--- config.mk ---
export PLATFORM = sky130hd
export DESIGN_NAME = gpio_eirq_top
export DESIGN_NICKNAME = d
export VERILOG_FILES = /design/src/rtl/gpio_eirq_pkg.sv /design/src/rtl/gpio_eirq_edge.sv /design/src/rtl/gpio_eirq_bank.sv /design/src/rtl/gpio_eirq_regif.sv /design/src/rtl/gpio_eirq_top.sv
export SDC_FILE = /design/constraint.sdc
export NUM_CORES = 1
export LEC_CHECK = 0
export BUFFER_PORTS_ARGS = -buffer_cell sky130_fd_sc_hd__buf_2
export CORE_MARGIN = 3
export CORE_UTILIZATION = 40
export DETAILED_ROUTE_END_ITERATION = 10
export HOLD_SLACK_MARGIN = 0.02
export MAX_ROUTING_LAYER = met4
export SETUP_SLACK_MARGIN = 0.15
export SLEW_MARGIN = 20
export SYNTH_ARGS = -nofsm -noshare
export SYNTH_HDL_FRONTEND = slang
export SYNTH_SLANG_ARGS = --single-unit
--- constraint.sdc ---
create_clock -name clk -period 3 [get_ports clk]
set_input_delay 0.15 -clock clk [delete_from_list [all_inputs] [get_ports clk]]
set_output_delay 0.15 -clock clk [all_outputs]
set_load 0.01 [all_outputs]
--- src/rtl/gpio_eirq_pkg.sv ---
package gpio_eirq_pkg;

    // Register-interface sequencing states
    typedef enum logic [0:0] {
        BUS_IDLE = 1'b0,
        BUS_RESP = 1'b1
    } bus_state_e;

    // Address layout: every port owns the same five registers
    localparam int unsigned PORT_BASE     = 32'h84;
    localparam int unsigned PORT_STRIDE   = 32'h20;
    localparam int unsigned OFF_STAT_RISE = 32'h00;
    localparam int unsigned OFF_STAT_FALL = 32'h04;
    localparam int unsigned OFF_CLEAR     = 32'h08;
    localparam int unsigned OFF_EN_RISE   = 32'h0C;
    localparam int unsigned OFF_EN_FALL   = 32'h10;

endpackage

--- src/rtl/gpio_eirq_edge.sv ---
module gpio_eirq_edge #(
    parameter int unsigned WIDTH  = 32,
    parameter int unsigned SYNC_N = 2
) (
    input  logic             clk,
    input  logic             rst_n,
    input  logic [WIDTH-1:0] pin_i,
    output logic [WIDTH-1:0] rise_o,
    output logic [WIDTH-1:0] fall_o
);

    localparam int unsigned CHAIN = SYNC_N + 1;

    for (genvar i = 0; i < WIDTH; i++) begin : g_pin
        // [SYNC_N-1:0] synchroniser, [SYNC_N] previous synchronised sample
        logic [CHAIN-1:0] chain_q;

        always_ff @(posedge clk or negedge rst_n) begin
            if (!rst_n) begin
                chain_q <= '0;
            end else begin
                chain_q <= {chain_q[CHAIN-2:0], pin_i[i]};
            end
        end

        assign rise_o[i] =  chain_q[SYNC_N-1] & ~chain_q[SYNC_N];
        assign fall_o[i] = ~chain_q[SYNC_N-1] &  chain_q[SYNC_N];
    end


    rise_single_pulse_chk: assert property (@(posedge clk) disable iff (!rst_n)
        ((rise_o & $past(rise_o)) == '0));


    fall_single_pulse_chk: assert property (@(posedge clk) disable iff (!rst_n)
        ((fall_o & $past(fall_o)) == '0));

endmodule

--- src/rtl/gpio_eirq_bank.sv ---
module gpio_eirq_bank #(
    parameter int unsigned WIDTH = 32
) (
    input  logic             clk,
    input  logic             rst_n,
    input  logic [WIDTH-1:0] rise_evt_i,
    input  logic [WIDTH-1:0] fall_evt_i,
    input  logic [WIDTH-1:0] clr_i,
    input  logic             en_rise_we_i,
    input  logic             en_fall_we_i,
    input  logic [WIDTH-1:0] wdata_i,
    output logic [WIDTH-1:0] stat_rise_o,
    output logic [WIDTH-1:0] stat_fall_o,
    output logic [WIDTH-1:0] en_rise_o,
    output logic [WIDTH-1:0] en_fall_o,
    output logic             pend_o
);

    logic [WIDTH-1:0] stat_rise_q, stat_fall_q;
    logic [WIDTH-1:0] en_rise_q, en_fall_q;
    logic [WIDTH-1:0] set_rise, set_fall;

    assign set_rise = rise_evt_i & en_rise_q;
    assign set_fall = fall_evt_i & en_fall_q;

    always_ff @(posedge clk or negedge rst_n) begin
        if (!rst_n) begin
            stat_rise_q <= '0;
            stat_fall_q <= '0;
            en_rise_q   <= '0;
            en_fall_q   <= '0;
        end else begin
            // set has priority over clear
            stat_rise_q <= (stat_rise_q & ~clr_i) | set_rise;
            stat_fall_q <= (stat_fall_q & ~clr_i) | set_fall;
            if (en_rise_we_i) en_rise_q <= wdata_i;
            if (en_fall_we_i) en_fall_q <= wdata_i;
        end
    end

    assign stat_rise_o = stat_rise_q;
    assign stat_fall_o = stat_fall_q;
    assign en_rise_o   = en_rise_q;
    assign en_fall_o   = en_fall_q;
    assign pend_o      = |{stat_rise_q, stat_fall_q};


    rise_needs_enable_chk: assert property (@(posedge clk) disable iff (!rst_n)
        ((stat_rise_q & ~$past(stat_rise_q) & ~$past(en_rise_q)) == '0));


    fall_needs_enable_chk: assert property (@(posedge clk) disable iff (!rst_n)
        ((stat_fall_q & ~$past(stat_fall_q) & ~$past(en_fall_q)) == '0));


    rise_set_wins_chk: assert property (@(posedge clk) disable iff (!rst_n)
        (($past(rise_evt_i & en_rise_q) & ~stat_rise_q) == '0));


    fall_set_wins_chk: assert property (@(posedge clk) disable iff (!rst_n)
        (($past(fall_evt_i & en_fall_q) & ~stat_fall_q) == '0));


    rise_sticky_chk: assert property (@(posedge clk) disable iff (!rst_n)
        (($past(stat_rise_q) & ~stat_rise_q & ~$past(clr_i)) == '0));


    fall_sticky_chk: assert property (@(posedge clk) disable iff (!rst_n)
        (($past(stat_fall_q) & ~stat_fall_q & ~$past(clr_i)) == '0));


    clear_both_chk: assert property (@(posedge clk) disable iff (!rst_n)
        (($past(clr_i & ~(rise_evt_i & en_rise_q)) & stat_rise_q) == '0));

endmodule

--- src/rtl/gpio_eirq_regif.sv ---
module gpio_eirq_regif
    import gpio_eirq_pkg::*;
#(
    parameter int unsigned NPORT = 2,
    parameter int unsigned WIDTH = 32,
    parameter int unsigned AW    = 8
) (
    input  logic                   clk,
    input  logic                   rst_n,
    input  logic                   req_i,
    input  logic                   we_i,
    input  logic [AW-1:0]          addr_i,
    input  logic [WIDTH-1:0]       wdata_i,
    output logic [WIDTH-1:0]       rdata_o,
    output logic                   rvalid_o,
    input  logic [NPORT*WIDTH-1:0] stat_rise_i,
    input  logic [NPORT*WIDTH-1:0] stat_fall_i,
    input  logic [NPORT*WIDTH-1:0] en_rise_i,
    input  logic [NPORT*WIDTH-1:0] en_fall_i,
    output logic [NPORT*WIDTH-1:0] clr_o,
    output logic [NPORT-1:0]       en_rise_we_o,
    output logic [NPORT-1:0]       en_fall_we_o
);

    function automatic logic [AW-1:0] reg_addr(int unsigned port, int unsigned off);
        return AW'(PORT_BASE + port * PORT_STRIDE + off);
    endfunction

    bus_state_e       state_q, state_d;
    logic [WIDTH-1:0] rdata_q;
    logic [WIDTH-1:0] rd_mux;
    logic             rd_req, wr_req, rd_is_clear;

    assign rd_req = req_i & ~we_i;
    assign wr_req = req_i &  we_i;

    // Address decode and read multiplexer
    always_comb begin
        rd_mux       = '0;
        rd_is_clear  = 1'b0;
        clr_o        = '0;
        en_rise_we_o = '0;
        en_fall_we_o = '0;
        for (int p = 0; p < NPORT; p++) begin
            if (addr_i == reg_addr(p, OFF_STAT_RISE)) begin
                rd_mux = stat_rise_i[p*WIDTH +: WIDTH];
            end
            if (addr_i == reg_addr(p, OFF_STAT_FALL)) begin
                rd_mux = stat_fall_i[p*WIDTH +: WIDTH];
            end
            if (addr_i == reg_addr(p, OFF_CLEAR)) begin
                rd_is_clear = 1'b1;
                if (wr_req) clr_o[p*WIDTH +: WIDTH] = wdata_i;
            end
            if (addr_i == reg_addr(p, OFF_EN_RISE)) begin
                rd_mux          = en_rise_i[p*WIDTH +: WIDTH];
                en_rise_we_o[p] = wr_req;
            end
            if (addr_i == reg_addr(p, OFF_EN_FALL)) begin
                rd_mux          = en_fall_i[p*WIDTH +: WIDTH];
                en_fall_we_o[p] = wr_req;
            end
        end
    end

    // State register
    always_ff @(posedge clk or negedge rst_n) begin
        if (!rst_n) begin
            state_q <= BUS_IDLE;
        end else begin
            state_q <= state_d;
        end
    end

    // Next state
    always_comb begin
        state_d = state_q;
        unique case (state_q)
            BUS_IDLE: state_d = rd_req ? BUS_RESP : BUS_IDLE;
            BUS_RESP: state_d = rd_req ? BUS_RESP : BUS_IDLE;
            default:  state_d = BUS_IDLE;
        endcase
    end

    // Read data capture
    always_ff @(posedge clk or negedge rst_n) begin
        if (!rst_n) begin
            rdata_q <= '0;
        end else if (rd_req) begin
            rdata_q <= rd_mux;
        end
    end

    // Outputs
    always_comb begin
        rvalid_o = 1'b0;
        rdata_o  = '0;
        unique case (state_q)
            BUS_IDLE: rvalid_o = 1'b0;
            BUS_RESP: begin
                rvalid_o = 1'b1;
                rdata_o  = rdata_q;
            end
            default:  rvalid_o = 1'b0;
        endcase
    end


    read_gives_valid_chk: assert property (@(posedge clk) disable iff (!rst_n)
        rd_req |=> rvalid_o);


    no_valid_without_read_chk: assert property (@(posedge clk) disable iff (!rst_n)
        !rd_req |=> !rvalid_o);


    clear_reads_zero_chk: assert property (@(posedge clk) disable iff (!rst_n)
        (rd_req && rd_is_clear) |=> (rdata_o == '0));

endmodule

--- src/rtl/gpio_eirq_top.sv ---
module gpio_eirq_top #(
    parameter int unsigned NPORT  = 2,
    parameter int unsigned WIDTH  = 32,
    parameter int unsigned AW     = 8,
    parameter int unsigned SYNC_N = 2
) (
    input  logic                   clk,
    input  logic                   rst_n,
    input  logic [NPORT*WIDTH-1:0] pin_i,
    input  logic                   req_i,
    input  logic                   we_i,
    input  logic [AW-1:0]          addr_i,
    input  logic [WIDTH-1:0]       wdata_i,
    output logic [WIDTH-1:0]       rdata_o,
    output logic                   rvalid_o,
    output logic                   irq_o
);

    localparam int unsigned NPIN = NPORT * WIDTH;

    logic [NPIN-1:0]  rise_evt, fall_evt;
    logic [NPIN-1:0]  stat_rise, stat_fall, en_rise, en_fall, clr;
    logic [NPORT-1:0] en_rise_we, en_fall_we, pend;

    for (genvar p = 0; p < NPORT; p++) begin : g_port
        gpio_eirq_edge #(
            .WIDTH  (WIDTH),
            .SYNC_N (SYNC_N)
        ) edge_i (
            .clk    (clk),
            .rst_n  (rst_n),
            .pin_i  (pin_i[p*WIDTH +: WIDTH]),
            .rise_o (rise_evt[p*WIDTH +: WIDTH]),
            .fall_o (fall_evt[p*WIDTH +: WIDTH])
        );

        gpio_eirq_bank #(
            .WIDTH (WIDTH)
        ) bank_i (
            .clk          (clk),
            .rst_n        (rst_n),
            .rise_evt_i   (rise_evt[p*WIDTH +: WIDTH]),
            .fall_evt_i   (fall_evt[p*WIDTH +: WIDTH]),
            .clr_i        (clr[p*WIDTH +: WIDTH]),
            .en_rise_we_i (en_rise_we[p]),
            .en_fall_we_i (en_fall_we[p]),
            .wdata_i      (wdata_i),
            .stat_rise_o  (stat_rise[p*WIDTH +: WIDTH]),
            .stat_fall_o  (stat_fall[p*WIDTH +: WIDTH]),
            .en_rise_o    (en_rise[p*WIDTH +: WIDTH]),
            .en_fall_o    (en_fall[p*WIDTH +: WIDTH]),
            .pend_o       (pend[p])
        );
    end

    gpio_eirq_regif #(
        .NPORT (NPORT),
        .WIDTH (WIDTH),
        .AW    (AW)
    ) regif_i (
        .clk          (clk),
        .rst_n        (rst_n),
        .req_i        (req_i),
        .we_i         (we_i),
        .addr_i       (addr_i),
        .wdata_i      (wdata_i),
        .rdata_o      (rdata_o),
        .rvalid_o     (rvalid_o),
        .stat_rise_i  (stat_rise),
        .stat_fall_i  (stat_fall),
        .en_rise_i    (en_rise),
        .en_fall_i    (en_fall),
        .clr_o        (clr),
        .en_rise_we_o (en_rise_we),
        .en_fall_we_o (en_fall_we)
    );

    assign irq_o = |pend;


    irq_drop_needs_write_chk: assert property (@(posedge clk) disable iff (!rst_n)
        ($past(irq_o) && !irq_o) |-> $past(req_i && we_i));


    irq_rise_needs_event_chk: assert property (@(posedge clk) disable iff (!rst_n)
        (!$past(irq_o) && irq_o) |-> $past(|{rise_evt, fall_evt}));

endmodule

Yosys cells after proc, flatten, opt, wreduce, memory -nomap -nowiden
Cells that the tools add are included.
{"block": "classes", "n_mux": 18, "n_eq_ne": 10, "n_bitwise": 274, "n_reduce_logical": 1}
{"op": "$mux 32", "count": 12}
{"op": "$and 32x32->32", "count": 8}
{"op": "$and 1x1->1", "count": 130}
{"op": "$not 1->1", "count": 130}
{"op": "$or 32x32->32", "count": 4}
{"op": "$reduce_or 128->1", "count": 1}
{"op": "$eq 8x8->1 const B", "count": 10}
{"op": "$not 32->32", "count": 2}
{"op": "$mux 1", "count": 5}
{"op": "$pmux 1 s2", "count": 1}
{"block": "word_totals", "output_inout_bits": 34, "word_cells": 377, "ff_bits": 481}

Longest topological paths before layout
{"block": "logic_depth", "word_depth": 9, "ltp_mapped": 8}

Hierarchy
From an unflattened synthesis, not the netlist that was laid out.
{"block": "unflattened", "cells_unflattened": 1832, "hier_area_um2": 20203.1}
{"mod": "gpio_eirq_bank", "cells_per_inst": 413, "area_per_inst_um2": 4901.0, "instances": 2}
{"mod": "gpio_eirq_edge", "cells_per_inst": 160, "area_per_inst_um2": 2962.8, "instances": 2}
{"mod": "gpio_eirq_regif", "cells_per_inst": 685, "area_per_inst_um2": 4469.3, "instances": 1}
{"mod": "gpio_eirq_top", "cells_per_inst": 1, "area_per_inst_um2": 6.3, "instances": 1}

Worst setup path after synthesis
Ideal clock, no wire load.
{"block": "synth_path", "path_kind": "input port to flip-flop", "startpoint": "input port addr_i[2]", "endpoint": "register g_port[0].bank_i.en_fall_q[10]", "t_arrival_ps": 1616, "required_ps": 2875, "cell_stages": 6, "setup_ps": 125, "setup_slack_ps": 1259, "cell_sequence": "buf_4 or4b_1 buf_4 nor3_4 buf_6 mux2_2"}
{"block": "synth_between", "elab_chain_cells": 2}
{"item": "from (decl)", "line_no": "gpio_eirq_top.sv:12", "source": "input logic [AW-1:0] addr_i,"}
{"item": "$eq 8x8->1", "line_no": "gpio_eirq_regif.sv:59", "source": "if (addr_i == reg_addr(p, OFF_EN_FALL)) begin"}
{"item": "$mux 1", "line_no": "gpio_eirq_regif.sv:59"}
{"item": "to (signal assigned)", "line_no": "gpio_eirq_bank.sv:37", "source": "if (en_fall_we_i) en_fall_q <= wdata_i;"}
{"item": "to (decl)", "line_no": "gpio_eirq_bank.sv:20", "source": "logic [WIDTH-1:0] en_rise_q, en_fall_q;"}
Every way passes these cells.
A chain may end at the register's enable or synchronous reset.

Worst setup path after layout
{"block": "layout_path", "startpoint": "register g_port[0].bank_i.stat_fall_q[27]", "endpoint": "output port irq_o"}
{"block": "layout_between", "elab_chain_cells": 1}
{"item": "from (decl)", "line_no": "gpio_eirq_bank.sv:19", "source": "logic [WIDTH-1:0] stat_rise_q, stat_fall_q;"}
{"item": "from (signal assigned)", "line_no": "gpio_eirq_bank.sv:35", "source": "stat_fall_q <= (stat_fall_q & ~clr_i) | set_fall;"}
{"item": "$reduce_or 128->1", "line_no": "gpio_eirq_top.sv:78", "source": "assign irq_o = |pend;"}
{"item": "to (decl)", "line_no": "gpio_eirq_top.sv:16", "source": "output logic irq_o"}
Every way passes these cells.

==> results.py <==
metrics = {
    "clock_network": {
        "worstSkewPairLatency_ps": 600,
        "post_cts_buffers": 0,
        "clkSlewWorstSetupHoldPaths_ps": 60,
        "htreeDepth": 2,
        "clockRootBuffer": "clkbuf_16",
        "cts_tree": "built",
        "clock_path_buffers": 3,
        "numCtsBuffers": 51,
        "clock-sinks": 481,
    },
    "yosys": {
        "yosys.area.top_type_share_pct": 64.9,
        "synth_top_cell_by_area": "dfrtp_1",
        "synth_flop_cell": "dfrtp_1",
        "syn_avg_cell_area_um2": 13.3,
        "synthCells": 1392,
        "syn_area_mm2": 0.0186,
        "synth_nets": 1500,
        "ys_warn_count": 0,
        "synth_edf_count": 0,
        "ys_top_cells_by_area": "dfrtp_1 65%, mux2_2 5.8%, a32o_1 3.5%",
        "synth_common_cells": "481 x dfrtp_1, 133 x nand2_1, 95 x mux2_2",
        "ys_seq_area_share_pct": 64.9,
        "synthArstFlopShare_pct": 100,
        "yosysUniqueCellTypes": 50,
        "synth_most_common_cell": "dfrtp_1",
        "ys_ff_latch": 481,
    },
    "timing": {
        "hold_ws_ps": 120,
        "rsz0062_at_grt": "false",
        "fin_crit_ps": 2640,
        "fin_skew_ps": 22.0,
        "setup_viol": 0,
        "slew_viol_final": 0,
        "maxSlewHeadroom_pct": 45.5,
        "worst_slew_pin_slew_ps": 818,
        "tns_ps": 0,
        "period_share_pct": 88.0,
        "hold_viol": 0,
        "fmax_mhz": 379,
    },
    "worst_setup_path": {
        "slowest_delay_ps": 510,
        "end_kind": "output pin",
        "crit_family": "simple AND/OR/NAND/NOR gates",
        "setup.worst_path.class": "flip-flop to output pin",
        "required_ps": 2850,
        "cpMostUsedCell": "nor4_1",
        "critPathMaxFanout": 3,
        "crit_chain": "nor4_1, nand4_1, nor4_1, buf_4, nand2_1, buf_2",
        "cp_slowest_cell": "nor4_1",
        "arrival_ps": 2490,
        "startpoint_type": "flip-flop",
        "path_buf_inv": 2,
    },
    "global_route": {
        "antenna_found_initial": 2,
        "gr-usage-all-layers_pct": 22.2,
        "grt_pass1_wl_mm": 81.9,
        "grt_max_degree": 85,
        "grt_pass1_vias": 13500,
        "overflow": 0,
    },
    "hold_path": {
        "hold_path_class": "input port to asynchronous set/reset pin",
    },
    "power": {
        "leakage_nw": 10.1,
        "vdd_drop_max_v": 0.000369,
        "power.density_mw_per_mm2": 636,
    },
    "floorplan": {
        "die_x_um": 221,
        "coreArea_mm2": 0.0456,
        "fp-row-count": 78,
        "die_h_um": 221,
        "die_area_mm2": 0.0490,
        "start_util_pct": 40.7,
        "io_pins": 142,
    },
    "place": {
        "dpl_cell_area_mm2": 0.0201,
        "place_congestion": 0.814,
        "dp_hpwl_mm": 33.3,
        "io_buffers": 141,
    },
    "cells_and_area": {
        "fill_cells": 3936,
        "stdcell_area_mm2": 0.0228,
        "nets": 1774,
        "drive_above_1_share_pct": 24.3,
        "synthToLayoutAreaGrowth_pct": 23.0,
        "final_util_pct": 50.1,
    },
    "detailed_routing": {
        "drt_iter0_markers": 1209,
        "ant_nets": 0,
        "drc": 0,
        "drtPass1Iterations": 5,
        "wl_per_cell_um": 23.1,
        "viasPerCell": 5.69,
        "dr_total_vias": 13100,
        "routed_wl_mm": 53.3,
    },
    "run": {
        "maxCapViolations": 0,
    },
    "status": {
        "status": "complete, no violations",
    },
}
-- report_power, final --
part,leakage (nW),internal [W],switching (W),total [W]
combinational,3.45,0.000438,0.000447,0.000885
sequential,5.84,0.00689,0.000349,0.00724
clock,0.854,0.00381,0.00257,0.00639
total,10.1,0.0111,0.00337,0.0145
-- through the flow --
stage | cells | setup slack (ps) | total power [W]
final | 2309 | 359 | 0.0145
after global routing | 2309 | 196 | 0.0151
after CTS | 2307 | 181 | 0.0147
after detailed placement | 2116 | 565 | 0.00813
after global placement | 2116 | 647 | 0.00810
after floorplan | 1392 | 1260 | 0.00760
-- worst register-to-register path: stages, from the launching register on --
cell	delay, ps
dfrtp_1	400
or3_1	370
a221oi_1	300
o21ai_1	90
-- layout by cell type (no fill, tap or decap), types with 6 or more instances in the layout --
cell             n
clkbuf_1        10
and2_1          32
mux2_2          95
a32o_1          64
buf_4           45
inv_1           66
dfrtp_1        481
nor4_1          34
a221oi_1        28
nand2_1        133
a22oi_1         39
o21ai_0         19
nor2_1          68
o22ai_1         30
clkbuf_16       53
buf_2          140
clkbuf_8        13
a221o_1         23
mux2_4          30
o21a_1           6
nand4_1          8
o221ai_1        25
or3_1            8
o2bb2ai_1       64
dlygate4sd3_1   97
a211oi_1        23
a31oi_1          6
clkinv_2        11
-- layer usage --
| metal | track usage (%) | vias up | part of all wire (%) |
|---|---|---|---|
| li1 | - | 5766 | - |
| met1 | 31.5 | 6762 | 44 |
| met2 | 33.2 | 532 | 45 |
| met3 | 3.85 | 86 | 7.8 |
| met4 | 6.44 | 0 | 2.4 |
| met5 | - | - | 0 |
-- worst paths after layout --
| path | to | cells past startpoint | slack, ps | startpoint |
|---|---|---|---|---|
| worst max register to register | regif_i.rdata_q[16] | 3 | 1730 | g_port[0].bank_i.en_rise_o[16] |
| worst min-delay path | g_port[1].bank_i.en_rise_o[2] | 2 | 120 | rst_n |
| min in group clk | regif_i.rdata_q[16] | 5 | 150 | addr_i[1] |
| worst min register to register | g_port[0].edge_i.g_pin[19].chain_q[1] | 0 | 330 | g_port[0].edge_i.g_pin[19].chain_q[0] |
| max in group asynchronous | g_port[0].bank_i.stat_fall_o[22] | 4 | 1770 | rst_n |
| worst max-delay path | irq_o | 6 | 360 | g_port[0].bank_i.stat_fall_o[27] |
-- registers in the layout, indices dropped and copies added, names as in the netlist --
signal                       count
regif_i.rdata_q                 32
g_port.bank_i.stat_rise_o       64
g_port.bank_i.stat_fall_o       64
g_port.edge_i.g_pin.chain_q    192
regif_i.state_q                  1
g_port.bank_i.en_rise_o         64
g_port.bank_i.en_fall_o         64
-- area by class of cell --
class / count / area [µm²] / area share (%)
Sequential cell: 481 / 12000 / 52.8
Multi-Input combinational cell: 778 / 5920 / 25.9
Timing Repair Buffer: 288 / 2120 / 9.31
Clock buffer: 76 / 1540 / 6.76
Tap cell: 600 / 751 / 3.29
Inverter: 66 / 248 / 1.09
Clock inverter: 18 / 188 / 0.823
Antenna cell: 2 / 5.00 / 0.0219
-- timing repair --
action	in CTS	in global routing
endpoints found under the setup margin	0	1
hold buffers	97	0
endpoints found under the hold margin	391	0
resized for setup	0	1
-- cells by family (layout without fill, tap and decap cells) --
group                  count (synthesis)  count (layout)  share of synthesized area [%]
multiplexers                         128             128                           8.38
AND/OR/NAND/NOR                      313             313                           8.32
AO/OA/AOI/OAI                        337             337                           15.0
flip-flops                           481             481                           64.9
buffers and inverters                133             448                           3.38
other                                  0               2                              0
Power figures use the tool's default switching activity.
